<file path="src/rtl/bwb_pkg.sv">
package bwb_pkg;
    localparam int DATA_W      = 32;
    localparam int RD_FLAG_BIT = 20;
    localparam logic [31:0] SYNC_REPLY = 32'hCAFE_BABE;

    typedef enum logic [3:0] {
        OP_SYNC   = 4'd0,
        OP_ACCESS = 4'd1,
        OP_LOAD   = 4'd2,
        OP_FETCH  = 4'd3,
        OP_AUX    = 4'd4
    } opcode_e;

    // Parser state: byte index, latched opcode, bytes 2..4 of the body,
    // data register and auxiliary register.
    typedef struct packed {
        logic [2:0]        idx;
        logic [3:0]        op;
        logic [23:0]       body;
        logic [DATA_W-1:0] data;
        logic [DATA_W-1:0] aux;
    } parse_s;
endpackage

</file>
<file path="src/rtl/bwb_reply_tx.sv">
module bwb_reply_tx #(
    parameter int NBYTES = 4
) (
    input  logic                clk,
    input  logic                rst_n,
    input  logic                load_i,
    input  logic [8*NBYTES-1:0] word_i,
    output logic [7:0]          out_data_o,
    output logic                out_valid_o,
    input  logic                out_ready_i,
    output logic                busy_o
);
    localparam int W  = 8 * NBYTES;
    localparam int CW = $clog2(NBYTES + 1);

    typedef struct packed {
        logic [CW-1:0] left;
        logic [W-1:0]  sh;
    } tx_s;

    tx_s q, d;

    always_comb begin
        d = q;
        if (load_i) begin
            d.left = CW'(NBYTES);
            d.sh   = word_i;
        end else if (q.left != '0 && out_ready_i) begin
            d.sh   = q.sh << 8;
            d.left = q.left - CW'(1);
        end
    end

    always_ff @(posedge clk) begin
        if (!rst_n) q <= '0;
        else        q <= d;
    end

    assign out_data_o  = q.sh[W-1 -: 8];
    assign out_valid_o = (q.left != '0);
    assign busy_o      = out_valid_o;
endmodule

</file>
<file path="src/rtl/bwb_wb_master.sv">
module bwb_wb_master #(
    parameter int ADDR_W  = 20,
    parameter int DATA_W  = 32,
    parameter int TIMEOUT = 256
) (
    input  logic                clk,
    input  logic                rst_n,
    input  logic                start_i,
    input  logic                we_i,
    input  logic [ADDR_W-1:0]   adr_i,
    input  logic [DATA_W-1:0]   dat_i,
    output logic                wb_cyc_o,
    output logic                wb_stb_o,
    output logic                wb_we_o,
    output logic [ADDR_W-1:0]   wb_adr_o,
    output logic [DATA_W-1:0]   wb_dat_o,
    output logic [DATA_W/8-1:0] wb_sel_o,
    input  logic [DATA_W-1:0]   wb_dat_i,
    input  logic                wb_ack_i,
    output logic                busy_o,
    output logic                rd_done_o,
    output logic [DATA_W-1:0]   rd_data_o
);
    localparam int CW = (TIMEOUT > 1) ? $clog2(TIMEOUT) : 1;

    typedef struct packed {
        logic              cyc;
        logic              we;
        logic [ADDR_W-1:0] adr;
        logic [DATA_W-1:0] wdat;
        logic [CW-1:0]     wait_cnt;
        logic              rd_done;
        logic [DATA_W-1:0] rdat;
    } bus_s;

    bus_s q, d;

    always_comb begin
        d         = q;
        d.rd_done = 1'b0;
        if (q.cyc) begin
            if (wb_ack_i) begin
                d.cyc     = 1'b0;
                d.rd_done = !q.we;
                d.rdat    = wb_dat_i;
            end else if (q.wait_cnt == CW'(TIMEOUT - 1)) begin
                d.cyc     = 1'b0;
                d.rd_done = !q.we;
                d.rdat    = '1;
            end else begin
                d.wait_cnt = q.wait_cnt + CW'(1);
            end
        end else if (start_i) begin
            d.cyc      = 1'b1;
            d.we       = we_i;
            d.adr      = adr_i;
            d.wdat     = dat_i;
            d.wait_cnt = '0;
        end
    end

    always_ff @(posedge clk) begin
        if (!rst_n) q <= '0;
        else        q <= d;
    end

    assign wb_cyc_o  = q.cyc;
    assign wb_stb_o  = q.cyc;
    assign wb_we_o   = q.we;
    assign wb_adr_o  = q.adr;
    assign wb_dat_o  = q.wdat;
    assign wb_sel_o  = '1;
    assign busy_o    = q.cyc;
    assign rd_done_o = q.rd_done;
    assign rd_data_o = q.rdat;
endmodule

</file>
<file path="src/rtl/bwb_bridge.sv">
module bwb_bridge
    import bwb_pkg::*;
#(
    parameter int ADDR_W  = 20,
    parameter int TIMEOUT = 256
) (
    input  logic              clk,
    input  logic              rst_n,
    input  logic [7:0]        in_data,
    input  logic              in_valid,
    output logic              in_ready,
    output logic [7:0]        out_data,
    output logic              out_valid,
    input  logic              out_ready,
    output logic              wb_cyc,
    output logic              wb_stb,
    output logic              wb_we,
    output logic [ADDR_W-1:0] wb_adr,
    output logic [31:0]       wb_dat_w,
    output logic [3:0]        wb_sel,
    input  logic [31:0]       wb_dat_r,
    input  logic              wb_ack,
    output logic [31:0]       aux_out
);
    localparam logic [2:0] LAST_IDX = 3'd4;

    parse_s q, d;

    logic              bus_busy, tx_busy, rd_done;
    logic [31:0]       rd_data;
    logic              start, start_we;
    logic              tx_load;
    logic [31:0]       tx_word;
    logic              take;
    logic [31:0]       word;

    assign in_ready = !bus_busy && !tx_busy;
    assign take     = in_valid && in_ready;
    assign word     = {q.body, in_data};

    always_comb begin
        d        = q;
        start    = 1'b0;
        start_we = 1'b0;
        tx_load  = 1'b0;
        tx_word  = q.data;
        if (rd_done) d.data = rd_data;
        if (take) begin
            if (q.idx == 3'd0) begin
                if (in_data[7:4] == OP_SYNC) begin
                    tx_load = 1'b1;
                    tx_word = SYNC_REPLY;
                end else begin
                    d.op  = in_data[7:4];
                    d.idx = 3'd1;
                end
            end else if (q.idx != LAST_IDX) begin
                d.body = {q.body[15:0], in_data};
                d.idx  = q.idx + 3'd1;
            end else begin
                d.idx = 3'd0;
                case (q.op)
                    OP_LOAD:   d.data = word;
                    OP_AUX:    d.aux  = word;
                    OP_FETCH:  tx_load = 1'b1;
                    OP_ACCESS: begin
                        start    = 1'b1;
                        start_we = !word[RD_FLAG_BIT];
                    end
                    default: ;
                endcase
            end
        end
    end

    always_ff @(posedge clk) begin
        if (!rst_n) q <= '0;
        else        q <= d;
    end

    assign aux_out = q.aux;

    bwb_wb_master #(
        .ADDR_W (ADDR_W),
        .DATA_W (32),
        .TIMEOUT(TIMEOUT)
    ) u_bus (
        .clk      (clk),
        .rst_n    (rst_n),
        .start_i  (start),
        .we_i     (start_we),
        .adr_i    (word[ADDR_W-1:0]),
        .dat_i    (q.data),
        .wb_cyc_o (wb_cyc),
        .wb_stb_o (wb_stb),
        .wb_we_o  (wb_we),
        .wb_adr_o (wb_adr),
        .wb_dat_o (wb_dat_w),
        .wb_sel_o (wb_sel),
        .wb_dat_i (wb_dat_r),
        .wb_ack_i (wb_ack),
        .busy_o   (bus_busy),
        .rd_done_o(rd_done),
        .rd_data_o(rd_data)
    );

    bwb_reply_tx #(.NBYTES(4)) u_tx (
        .clk        (clk),
        .rst_n      (rst_n),
        .load_i     (tx_load),
        .word_i     (tx_word),
        .out_data_o (out_data),
        .out_valid_o(out_valid),
        .out_ready_i(out_ready),
        .busy_o     (tx_busy)
    );
endmodule

</file>
<file path="config.mk">
export PLATFORM = sky130hd
export DESIGN_NAME = bwb_bridge
export DESIGN_NICKNAME = d
export VERILOG_FILES = /design/src/rtl/bwb_pkg.sv /design/src/rtl/bwb_reply_tx.sv /design/src/rtl/bwb_wb_master.sv /design/src/rtl/bwb_bridge.sv
export SDC_FILE = /design/constraint.sdc
export NUM_CORES = 1
export LEC_CHECK = 0
export ABC_CLOCK_PERIOD_IN_PS = 2200
export BUFFER_PORTS_ARGS = -buffer_cell sky130_fd_sc_hd__clkbuf_2
export CAP_MARGIN = 20
export CORE_UTILIZATION = 55
export CTS_CLUSTER_SIZE = 10
export DETAILED_ROUTE_END_ITERATION = 10
export PLACE_DENSITY = 0.83
export SYNTH_ARGS = -nofsm -noshare
export SYNTH_HDL_FRONTEND = slang
export SYNTH_SLANG_ARGS = --single-unit
</file>
<file path="constraint.sdc">
create_clock -name clk -period 2.2 [get_ports clk]
set_input_delay 0.11 -clock clk [delete_from_list [all_inputs] [get_ports clk]]
set_output_delay 0.11 -clock clk [all_outputs]
set_load 0.1 [all_outputs]
</file>
Word-level counts from Yosys, hierarchy flattened
Index checks and enable logic that the tools add are counted.
Operators by class
  shift operators: 0
  multipliers: 0
  bitwise operators: 5
  divide/modulo/power cells: 0
  multiplexer cells: 36
  add/sub/neg operators: 3
  reduce and logical (&&, ||, !) cells: 22
  magnitude comparators: 0
  equality and inequality tests: 9
Operators with widths (number)
  32-bit two-way mux: 6
  64-bit two-way mux: 3
  35-bit two-way mux: 2
  33-bit two-way mux: 2
  62-bit two-way mux: 1
  8-bit two-way mux: 3
  1-bit two-way mux: 16
  3-bit AND reduction: 3
  8-bit by 1-bit adder with 8-bit output (second input constant): 1
  4-bit by 2-bit equality test with 1-bit output (second input constant): 2
  8-bit equality test (second input constant): 1
  2-bit AND reduction: 4
  7-bit two-way mux: 1
  3-bit two-way mux: 2
  2-bit inequality test (second input constant): 3
  2-bit nonzero test: 3
  1-bit inverter: 5
  4-bit by 1-bit equality test with 1-bit output (second input constant): 1
  4-bit by 3-bit equality test with 1-bit output (second input constant): 1
  1-bit logical NOT: 4
  4-bit logical NOT: 1
  4-bit AND reduction: 1
  3-bit by 1-bit adder with 3-bit output (second input constant): 1
  1-bit logical AND: 3
  other kinds (5): 5
Word-level totals
  bits in latches: 0
  input port bits: 45
  memory bits (read-only): 0
  output and inout port bits: 101
  memories kept: 0
  word-level logic and storage cells: 90
  flip-flop bits (word level): 225
  memory bits (writable): 0

Logic depth before layout (Yosys ltp)
Gate-level depths: netlist of run 1.
  depth in word-level cells: 7
  mapped depth: 10
  mapped depth without buffers: 7

Modules after synthesis
Synthesis of run 1 repeated with hierarchy kept, for this count alone.
Unflattened totals
  cells, all modules: 1172
  area, all modules: 10020.9 µm²
By module, submodules not included
  bwb_bridge: sequential area each 1901.8 µm², cells each 519, instances 1, area each 4357.9 µm²
  bwb_wb_master: sequential area each 1901.8 µm², cells each 457, instances 1, area each 4108.9 µm²
  bwb_reply_tx: sequential area each 700.7 µm², cells each 196, instances 1, area each 1554.0 µm²

Worst setup path after synthesis of run 1
Ideal clock, no wire load.
  path type: register to output
  start point: reg u_tx.q[32] in the netlist's numbering
  end point: out in_ready
  path buffers: 0
  slack: -407 ps
  required time: 2090 ps
  cell stages (with the launch flop): 6
  data arrival time: 2497 ps
  path through: dfxtp_1 > inv_1 > ha_1 > ha_1 > inv_1 > nor2_1
Between the ends
  cells in the longest elaborated chain, start to end: 3
Ends and longest elaborated chain
  from (decl): RTL line bwb_reply_tx.sv:21  | tx_s q, d;
  from (signal assigned): RTL line bwb_reply_tx.sv:35  | if (!rst_n) q <= '0;
  from (signal assigned): RTL line bwb_reply_tx.sv:36  | else q <= d;
  3-bit nonzero test: RTL line bwb_reply_tx.sv:40  | assign out_valid_o = (q.left != '0);
  net out_valid: RTL line bwb_bridge.sv:13  | output logic out_valid,
  1-bit logical NOT: RTL line bwb_bridge.sv:37  | assign in_ready = !bus_busy && !tx_busy;
  1-bit logical AND: RTL line bwb_bridge.sv:37
  to (decl): RTL line bwb_bridge.sv:11  | output logic in_ready,
The timed path passes the listed nets, and every way through them passes these cells.

Final worst setup path of run 1
  start point: reg u_tx.q[32] in the netlist's numbering
  end point: out out_valid
Between the ends
  cells in the longest elaborated chain, start to end: 1
Ends and longest elaborated chain (RTL line)
  3-bit nonzero test: bwb_reply_tx.sv:40
  to (decl): bwb_bridge.sv:13
Every way passes these cells.

==> results of run 1 <==
## report_power, final
group	switching (mW)	leakage [nW]	total, mW	internal [mW]
Combinational	1.44	1.92	2.09	0.654
Sequential	0.188	1.82	4.45	4.26
Clock	1.50	0.333	3.64	2.14
Total	3.13	4.07	10.2	7.05
## per-stage QoR
step	worst slack, ns	setup TNS [ns]	power [mW]
6_report	0.0608	0	10.2
5_1_grt	0.0183	0	10.5
4_1_cts	0.0534	0	10.2
3_5_place_dp	0.0848	0	6.50
3_3_place_gp	0.201	0	6.47
2_1_floorplan	-0.0667	-0.489	6.03
## timing repair
action | CTS | global route
hold buffers | 41 | 0
gates resized for setup | 0 | 5
hold endpoints to repair | 59 | 0
endpoints found under the setup margin | 0 | 24
## worst reg2reg max path, cell delays in order, from the launching register on
cell	delay, ns
dfxtp_1	0.32
inv_1	0.06
ha_1	0.15
ha_1	0.18
nand3b_2	0.13
buf_4	0.19
or4_1	0.58
buf_12	0.21
nand2_1	0.11
a21oi_1	0.08
## cell type report
| class | count | share of cell area, % |
|---|---|---|
| clock inverter | 1 | 0.0686 |
| multi-input combinational | 679 | 35.4 |
| timing repair buffer | 225 | 14.3 |
| inverter | 9 | 0.366 |
| sequential | 225 | 41.2 |
| clock buffer | 27 | 6.17 |
| tap | 220 | 2.51 |
## final timing paths
kind,start,end,slack [ns],cells after the start
setup / recovery,u_tx.q[32],out_valid,0.06,6
hold / removal,rst_n,u_bus.busy_o,0.04,3
setup reg to reg,u_tx.q[32],aux_out[15],0.08,9
hold reg to reg,aux_out[21],aux_out[21],0.45,2
## registers in the layout, indices dropped and copies added (netlist names)
register	cells
u_bus.q	8
u_bus.wb_dat_o	32
u_bus.wb_we_o	1
u_bus.rd_data_o	32
u_bus.busy_o	1
u_bus.wb_adr_o	20
u_bus.rd_done_o	1
u_tx.out_data_o	8
u_tx.q	27
aux_out	32
q	63
## layer usage
layer	track usage (%)	vias up	wire [um]
met4	10.2	0	820
li1	-	3828	-
met3	4.38	73	1680
met2	48.3	363	12600
met5	0	-	0
met1	35.6	3918	10500
## synthesized netlist by cell type, types with 4 or more instances
library cell  instances
inv_1                 8
o22ai_1              17
ha_1                  5
nand2_1             253
o21ai_0              24
a22oi_1              18
clkbuf_1             70
buf_4                99
nor4_1                6
nand3_1              13
a2bb2oi_1             4
o21a_1                4
o221ai_1              8
mux2i_1              36
buf_2                10
a2bb2oi_2             4
a211oi_1             39
dfxtp_1             225
o221a_2              33
nor2_1               49
nand2b_1              7
a21oi_1             116
## kinds of logic after synthesis
group / count (synthesis)
buf+inv: 192
mux: 36
compound gates: 278
fa+ha+maj: 5
other cells: 1
xor+xnor: 1
flops: 225
simple gates: 355
==> reports/metrics.yaml, run 1 <==
status: "finished, final reports clean"
first_pass_iters: 5
synth.ff_latch_count: 225
synth_top_area_cell: "dfxtp_1"
dieArea_um2: 17700
crit_chain: "inv_1 > ha_1 > ha_1 > buf_4 > clkinvlp_4 > clkbuf_2"
final_common_cell: "nand2_1"
cp_data_arrival_time_ns: 2.03
end_kind: "output pin"
maxCapViolCount: 0
root_buffer: "clkbuf_16"
ys_types: 52
cts_sinks: 225
diodes: 0
die_y_um: 133
hold_path.class: "input port to flop"
start_util_pct: 56.6
num_vias: 8182
synth_xor_area_share_pct: 0.0926
grt.overflow.total: 0
viasPerCell: 5.90
cts_tree: "done"
period_minus_slack_ns: 2.14
cp_slowest_cell: "clkbuf_2"
drcViolationCount: 0
drive_gt1_share_pct: 22.7
final_nets: 1216
drt_iter0_drc: 845
postSynthAreaPerCell_um2: 8.65
multi_input_area_um2: 3880
cp.buffers_inverters: 4
synth_top_family_by_area: "compound AO/OA/AOI/OAI gates"
vdd.ir_drop.worst_uv: 722
critical_path_class: "flop to output pin"
clk_pin_slew_ns: 0.05
slew_headroom_pct: 61.9
gp_congestion: 0.866
fp-row-count: 47
yosys.area.top_type_share_pct: 47.6
finalMaxSlewViolations: 0
synthesis.area_um2: 9460
yosysWarnings: 0
dp_cells: 1316
postCtsSetupRepairBufs: 0
clk_path_buf_depth: 3
clock_skew_ns: 0.0113
power.leakage_nw: 4.07
layout_common_cells: "nand2_1, dfxtp_1, clkbuf_2, a21oi_1, nor2_1"
powerDensity_nw_per_um2: 930
finalHoldViolCount: 0
synth-simple-area-share_pct: 15.7
async_flop_share_pct: 0
htreeDepth: 1
synth_area_leaders: "dfxtp_1, nand2_1, buf_4"
rsz0062_at_grt: "no"
syn_inst: 1093
cp-start-kind: "flop"
cpMostUsedCell: "ha_1"
timing.hold.ws_ns: 0.0385
finalNonFillerCells: 1386
cts_buffers: 26
cpPeakStageDelay_ns: 0.46
grt_pass1_wl_mm: 40.0
place_hpwl_mm: 16.1
syn2layout_area_growth_pct: 15.7
synth_edf_count: 0
final-seq-area_um2: 4510
synthAdderAreaFrac_pct: 0.661
ant_nets: 0
critPathTopFamily: "buffers and inverters"
synth-compound-area-share_pct: 20.3
grt.total_usage_pct: 28.1
final_util_pct: 65.5
fmax_ghz: 0.467
setup_violations: 0
wire_per_inst_um: 18.5
wl_mm: 25.6
worst_pin_slew_ns: 0.574
post-route-period-util_pct: 97.2
path_max_fanout: 3
ys_dominant_reg_cell: "dfxtp_1"
grt_pass1_vias: 7589
io_pins: 146
critPathRequiredTime_ns: 2.09
synth_seq_area_share_pct: 47.6
fin_area_um2: 10900
port_buffers: 141
clock_latency_ns: 0.51
synth_mux_area_share_pct: 3.81
placed_cell_area_um2: 9810
core-area_um2: 16700
die_x_um: 133
fillers: 1351
grt_max_degree: 65
antenna_found_initial: 0
Note: power is estimated with default switching activity, not from simulation.
==> run 2: changes to the inputs <==
--- a/config.mk
+++ b/config.mk
@@ -9,9 +9,10 @@
 export BUFFER_PORTS_ARGS = -buffer_cell sky130_fd_sc_hd__clkbuf_2
 export CAP_MARGIN = 20
 export CORE_UTILIZATION = 55
+export CTS_BUF_LIST = sky130_fd_sc_hd__clkbuf_4 sky130_fd_sc_hd__clkbuf_8
 export CTS_CLUSTER_SIZE = 10
 export DETAILED_ROUTE_END_ITERATION = 10
-export PLACE_DENSITY = 0.83
+export PLACE_DENSITY = 0.77
 export SYNTH_ARGS = -nofsm -noshare
 export SYNTH_HDL_FRONTEND = slang
 export SYNTH_SLANG_ARGS = --single-unit
==> reports/metrics.yaml, run 2 (synthesis gave the netlist of run 1 again) <==
status: "finished, final reports clean"
hold_path.class: "input port to flop"
cp-start-kind: "flop"
core-area_um2: 16700  # unchanged
vdd.ir_drop.worst_uv: 768  # +6.5%
antenna_found_initial: 0  # unchanged
critPathRequiredTime_ns: 2.60  # +0.51 ns
grt_pass1_vias: 7413  # -2.3%
setup_violations: 0  # unchanged
cts_buffers: 37  # +42%
viasPerCell: 5.66  # -4.2%
clk_path_buf_depth: 3  # unchanged
finalNonFillerCells: 1415  # +2.1%
largest-register: "q"
place_hpwl_mm: 15.7  # -2.3%
clock_skew_ns: 0.0167  # +0.00542 ns
die_y_um: 133  # unchanged
critPathTopFamily: "buffers and inverters"
crit_chain: "inv_1 > ha_1 > ha_1 > buf_4 > clkinvlp_4 > nand2_1 > buf_4 > o221ai_1 > a2bb2oi_1"
fin_area_um2: 11000  # +0.32%
ant_nets: 0  # unchanged
fp-row-count: 47  # unchanged
final_common_cell: "nand2_1"
worstHoldPathCells: 3  # unchanged
root_buffer: "clkbuf_8"
io_pins: 146  # unchanged
period_minus_slack_ns: 2.04  # -0.103 ns
cts_tree: "done"
fmax_ghz: 0.491  # +5.1%
cts_sinks: 225  # unchanged
r2r-end: "u_tx.q[10]"
placed_cell_area_um2: 9780  # -0.33%
grt_pass1_wl_mm: 38.6  # -3.5%
finalMaxSlewViolations: 0  # unchanged
gp_congestion: 0.867  # about the same
drcViolationCount: 0  # unchanged
syn2layout_area_growth_pct: 16.1
start_util_pct: 56.6  # unchanged
dieArea_um2: 17700  # unchanged
port_buffers: 141  # unchanged
drt_iter0_drc: 561  # -34%
reg2reg_slack_ns: 0.16  # +0.08 ns
grt.overflow.total: 0  # unchanged
r2r-start: "u_tx.q[32]"
wl_mm: 24.5  # -4.3%
clock_latency_ns: 0.52  # about the same
path_max_fanout: 11  # +8
grt_max_degree: 89  # +37%
slew_headroom_pct: 62.2  # +0.28 points
grt.total_usage_pct: 27.2  # -0.86 points
finalHoldViolCount: 0  # unchanged
layout_common_cells: "nand2_1, dfxtp_1, clkbuf_2, a21oi_1, nor2_1"
cp_slowest_cell: "dfxtp_1"
num_vias: 8006  # -2.2%
cpPeakStageDelay_ns: 0.34  # -0.12 ns
worst_pin_slew_ns: 0.570  # -0.00429 ns
reg2regPathDepth: 9  # unchanged
maxCapViolCount: 0  # unchanged
hp-start: "rst_n"
drive_gt1_share_pct: 24.7  # +2.0 points
powerDensity_nw_per_um2: 935  # +0.50%
final_nets: 1220  # +0.33%
largest_reg_flops: 63  # unchanged
htreeDepth: 2  # +1
post-route-period-util_pct: 92.5  # -4.7 points
first_pass_iters: 5  # unchanged
wire_per_inst_um: 17.3  # -6.3%
cp.buffers_inverters: 4  # unchanged
clk_pin_slew_ns: 0.06  # about the same
rsz0062_at_grt: "no"
min_to: "u_bus.busy_o"
diodes: 0  # unchanged
die_x_um: 133  # unchanged
power.leakage_nw: 4.11  # +1.0%
end_kind: "flop"
final_util_pct: 65.7  # +0.21 points
cp_data_arrival_time_ns: 2.43  # +0.40 ns
critical_path_class: "flop to flop"
dp_cells: 1310  # -0.46%
## run 2: changes by cell type in the layout (fill, tap and decap cells not counted), sizes merged
cell | before | now
buf | 43 | 36
bufinv | 0 | 1
clkbuf | 168 | 196
clkinv | 0 | 7
## run 2: per-layer routing
metal	share of wire, %	GRT usage (%)	vias to the layer above
met4	2.0	8.27	0
met5	0	0	-
li1	-	-	3861
met2	48	45.3	332
met3	6.4	4.38	45
met1	43	36.4	3768
## run 2: per-stage QoR
stage               power, mW  worst slack, ns  TNS, ns  hold slack, ns
global route             10.6           0.0360        0           0.105
CTS                      10.2           0.0290        0          0.0652
floorplan                6.03          -0.0667   -0.489           0.246
finish                   10.3            0.164        0          0.0786
global placement         6.43            0.142        0           0.374
detailed placement       6.46           0.0901        0           0.378
## run 2: how the worst max path moves through the flow
stage | cells after the start | to | start | slack (ns)
global placement | 8 | q[47] | u_tx.q[32] | 0.14
global route | 9 | u_tx.q[14] | u_tx.q[32] | 0.04
floorplan | 5 | in_ready | u_tx.q[32] | -0.07
CTS | 7 | in_ready | u_tx.q[32] | 0.03
finish | 9 | u_tx.q[10] | u_tx.q[32] | 0.16
detailed placement | 8 | q[48] | u_tx.q[32] | 0.09
## run 2: power breakdown
group / internal (mW) / total [mW] / switching (mW) / leakage (nW)
registers: 4.26 / 4.44 / 0.182 / 1.82
clock network: 2.14 / 3.78 / 1.65 / 0.411
logic: 0.640 / 2.04 / 1.40 / 1.88
## run 2: cell type report
class                   count  area (um2)
repair buffers            218        1510
well taps                 220         275
clock inverters             9        72.6
flip-flops and latches    225        4510
inverters                   9        40.0
multi-input cells         679        3880
fillers                  1324        5720
clock buffers              55         694
## run 2: what timing repair did
action | 4_1_cts | 5_1_grt
endpoints found under the setup margin | 0 | 49
hold buffers | 41 | 0
resized for setup | 0 | 10
buffers inserted | 0 | 0
endpoints found under the hold margin | 64 | 0
## run 2: tightest hold or removal path: cells and delay by family
kind / cells / cell delay (ns)
buf+inv: 2 / 0.29
simple gates: 1 / 0.13
==> run 3: changes to the inputs <==
--- a/config.mk
+++ b/config.mk
@@ -13,6 +13,7 @@
 export CTS_CLUSTER_SIZE = 10
 export DETAILED_ROUTE_END_ITERATION = 10
 export PLACE_DENSITY = 0.77
+export RECOVER_POWER = 100
 export SYNTH_ARGS = -nofsm -noshare
 export SYNTH_HDL_FRONTEND = slang
 export SYNTH_SLANG_ARGS = --single-unit
==> reports/metrics.yaml, run 3 (synthesis gave the netlist of run 1 again) <==
p_int_mw: 7.01  # -0.35%
fp-row-count: 47  # unchanged
seqPwrFrac_pct: 43.4  # +0.2 points
grt_max_degree: 89  # unchanged
cts_tree: "done"
power_frac_comb_pct: 19.7  # -0.2 points
syn2layout_area_growth_pct: 13.9
post-route-period-util_pct: 93.5  # +0.97 points
wire_per_inst_um: 17.4  # +0.77%
ant_nets: 0  # unchanged
cp-start-kind: "flop"
diodes: 0  # unchanged
end_kind: "flop"
cp_data_arrival_time_ns: 2.44  # about the same
critical_path_class: "flop to flop"
met1_usage_pct: 36.4  # unchanged
vdd.ir_drop.worst_uv: 768  # about the same
status: "finished, final reports clean"
start_util_pct: 56.6  # unchanged
period_minus_slack_ns: 2.06  # +0.0213 ns
drcViolationCount: 0  # unchanged
setup_violations: 0  # unchanged
clock_latency_ns: 0.52  # about the same
die_x_um: 133  # unchanged
num_vias: 7974  # -0.40%
powerDensity_nw_per_um2: 949  # +1.6%
maxCapViolCount: 0  # unchanged
port_buffers: 141  # unchanged
grt.overflow.total: 0  # unchanged
place_hpwl_mm: 15.7  # unchanged
grt_util_met2_pct: 45.3  # unchanged
final_common_cell: "nand2_1"
drive_gt1_share_pct: 16.6  # -8.1 points
finalHoldViolCount: 0  # unchanged
finalMaxSlewViolations: 0  # unchanged
grt_pass1_vias: 7413  # unchanged
clock_skew_ns: 0.0153  # -0.00143 ns
grt_pass1_wl_mm: 38.6  # unchanged
grt.total_usage_pct: 27.2  # unchanged
grt_use_met3_pct: 4.38  # unchanged
power.leakage_nw: 3.75  # -8.7%
final_util_pct: 64.5  # -1.2 points
final_nets: 1220  # unchanged
io_pins: 146  # unchanged
clk_pin_slew_ns: 0.06  # about the same
dieArea_um2: 17700  # unchanged
gp_congestion: 0.867  # unchanged
critPathRequiredTime_ns: 2.58  # -0.02 ns
switchingPower_mw: 3.22  # -0.16%
pwr-share-clk_pct: 36.9  # about the same
drt_iter0_drc: 559  # -0.36%
cts_sinks: 225  # unchanged
hold_path.class: "input port to flop"
top_usage_layer: "met2"
first_pass_iters: 5  # unchanged
fmax_ghz: 0.486  # -1.0%
viasPerCell: 5.64  # -0.40%
worst_pin_slew_ns: 1.22  # +0.651 ns
largest-register: "q"
die_y_um: 133  # unchanged
antenna_found_initial: 0  # unchanged
largest_reg_flops: 63  # unchanged
rsz0062_at_grt: "no"
layout_common_cells: "nand2_1, dfxtp_1, a21oi_1, clkbuf_1, clkbuf_2"
tns_ns: 0  # unchanged
switching_share_pct: 31.5  # +0.041 points
slew_headroom_pct: 18.9  # -43 points
htreeDepth: 2  # unchanged
wl_mm: 24.7  # +0.77%
cts_buffers: 37  # unchanged
clk_path_buf_depth: 3  # unchanged
path_max_fanout: 40  # +29
root_buffer: "clkbuf_8"
core-area_um2: 16700  # unchanged
fillers: 1403  # +6.0%
[run 3: cell count changes in the layout (fill, tap and decap cells not counted), moves of 4 or more]
cell / delta
buf_4: -4
clkbuf_2: -89
clkbuf_1: +95
buf_12: -5
[run 3: worst paths after layout]
path / from / to / slack (ns) / depth (start not counted)
min: rst_n / u_bus.busy_o / 0.08 / 3
max: u_tx.q[32] / q[48] / 0.14 / 8
min reg2reg: u_bus.wb_dat_o[1] / u_bus.wb_dat_o[1] / 0.45 / 2
max reg2reg: u_tx.q[32] / q[48] / 0.14 / 8
[run 3: timing repair]
| action | CTS | global route |
|---|---|---|
| resized for setup | 0 | 10 |
| hold buffers | 41 | 0 |
| setup buffers | 0 | 0 |
| endpoints found under the setup margin | 0 | 49 |
| hold endpoints to repair | 64 | 0 |
[run 3: through the flow]
stage	cells	instance area [um2]	hold WS [ns]	total power [mW]	worst slack [ns]
2_1_floorplan	1096	9480	0.246	6.03	-0.0667
3_3_place_gp	1310	9780	0.374	6.43	0.142
3_5_place_dp	1310	9780	0.378	6.46	0.0901
4_1_cts	1415	11000	0.0652	10.2	0.0290
5_1_grt	1415	10800	0.105	10.6	0.0276
6_report	1415	10800	0.0791	10.2	0.143
[run 3: critical path, cell delays in order, from the launching register on]
cell	delay [ns]
dfxtp_1	0.32
inv_1	0.06
ha_1	0.15
ha_1	0.19
nand3b_2	0.12
or4_4	0.54
buf_4	0.28
nor2_1	0.18
a211oi_1	0.07
[run 3: routing by layer]
metal	vias up	part of all wire, %
met4	0	2.0
li1	3852	-
met2	322	48
met3	43	6.6
met5	-	0
met1	3757	43
[run 3: area by class of cell]
| type | count | area [um2] | share of cell area [%] |
|---|---|---|---|
| Inverter | 9 | 40.0 | 0.371 |
| Multi-Input combinational cell | 679 | 3870 | 35.9 |
| Clock inverter | 9 | 72.6 | 0.673 |
| Tap cell | 220 | 275 | 2.55 |
| Clock buffer | 55 | 694 | 6.44 |
| Sequential cell | 225 | 4510 | 41.8 |
| Timing Repair Buffer | 218 | 1320 | 12.2 |
[run 3: power groups by stage]
stage	sequential [mW]	combinational [mW]	clock, mW
after floorplan	4.45	1.58	0
after global placement	4.51	1.92	0
after detailed placement	4.52	1.94	0
after CTS	4.43	2.00	3.82
after global routing	4.45	2.16	4.00
final	4.44	2.02	3.78
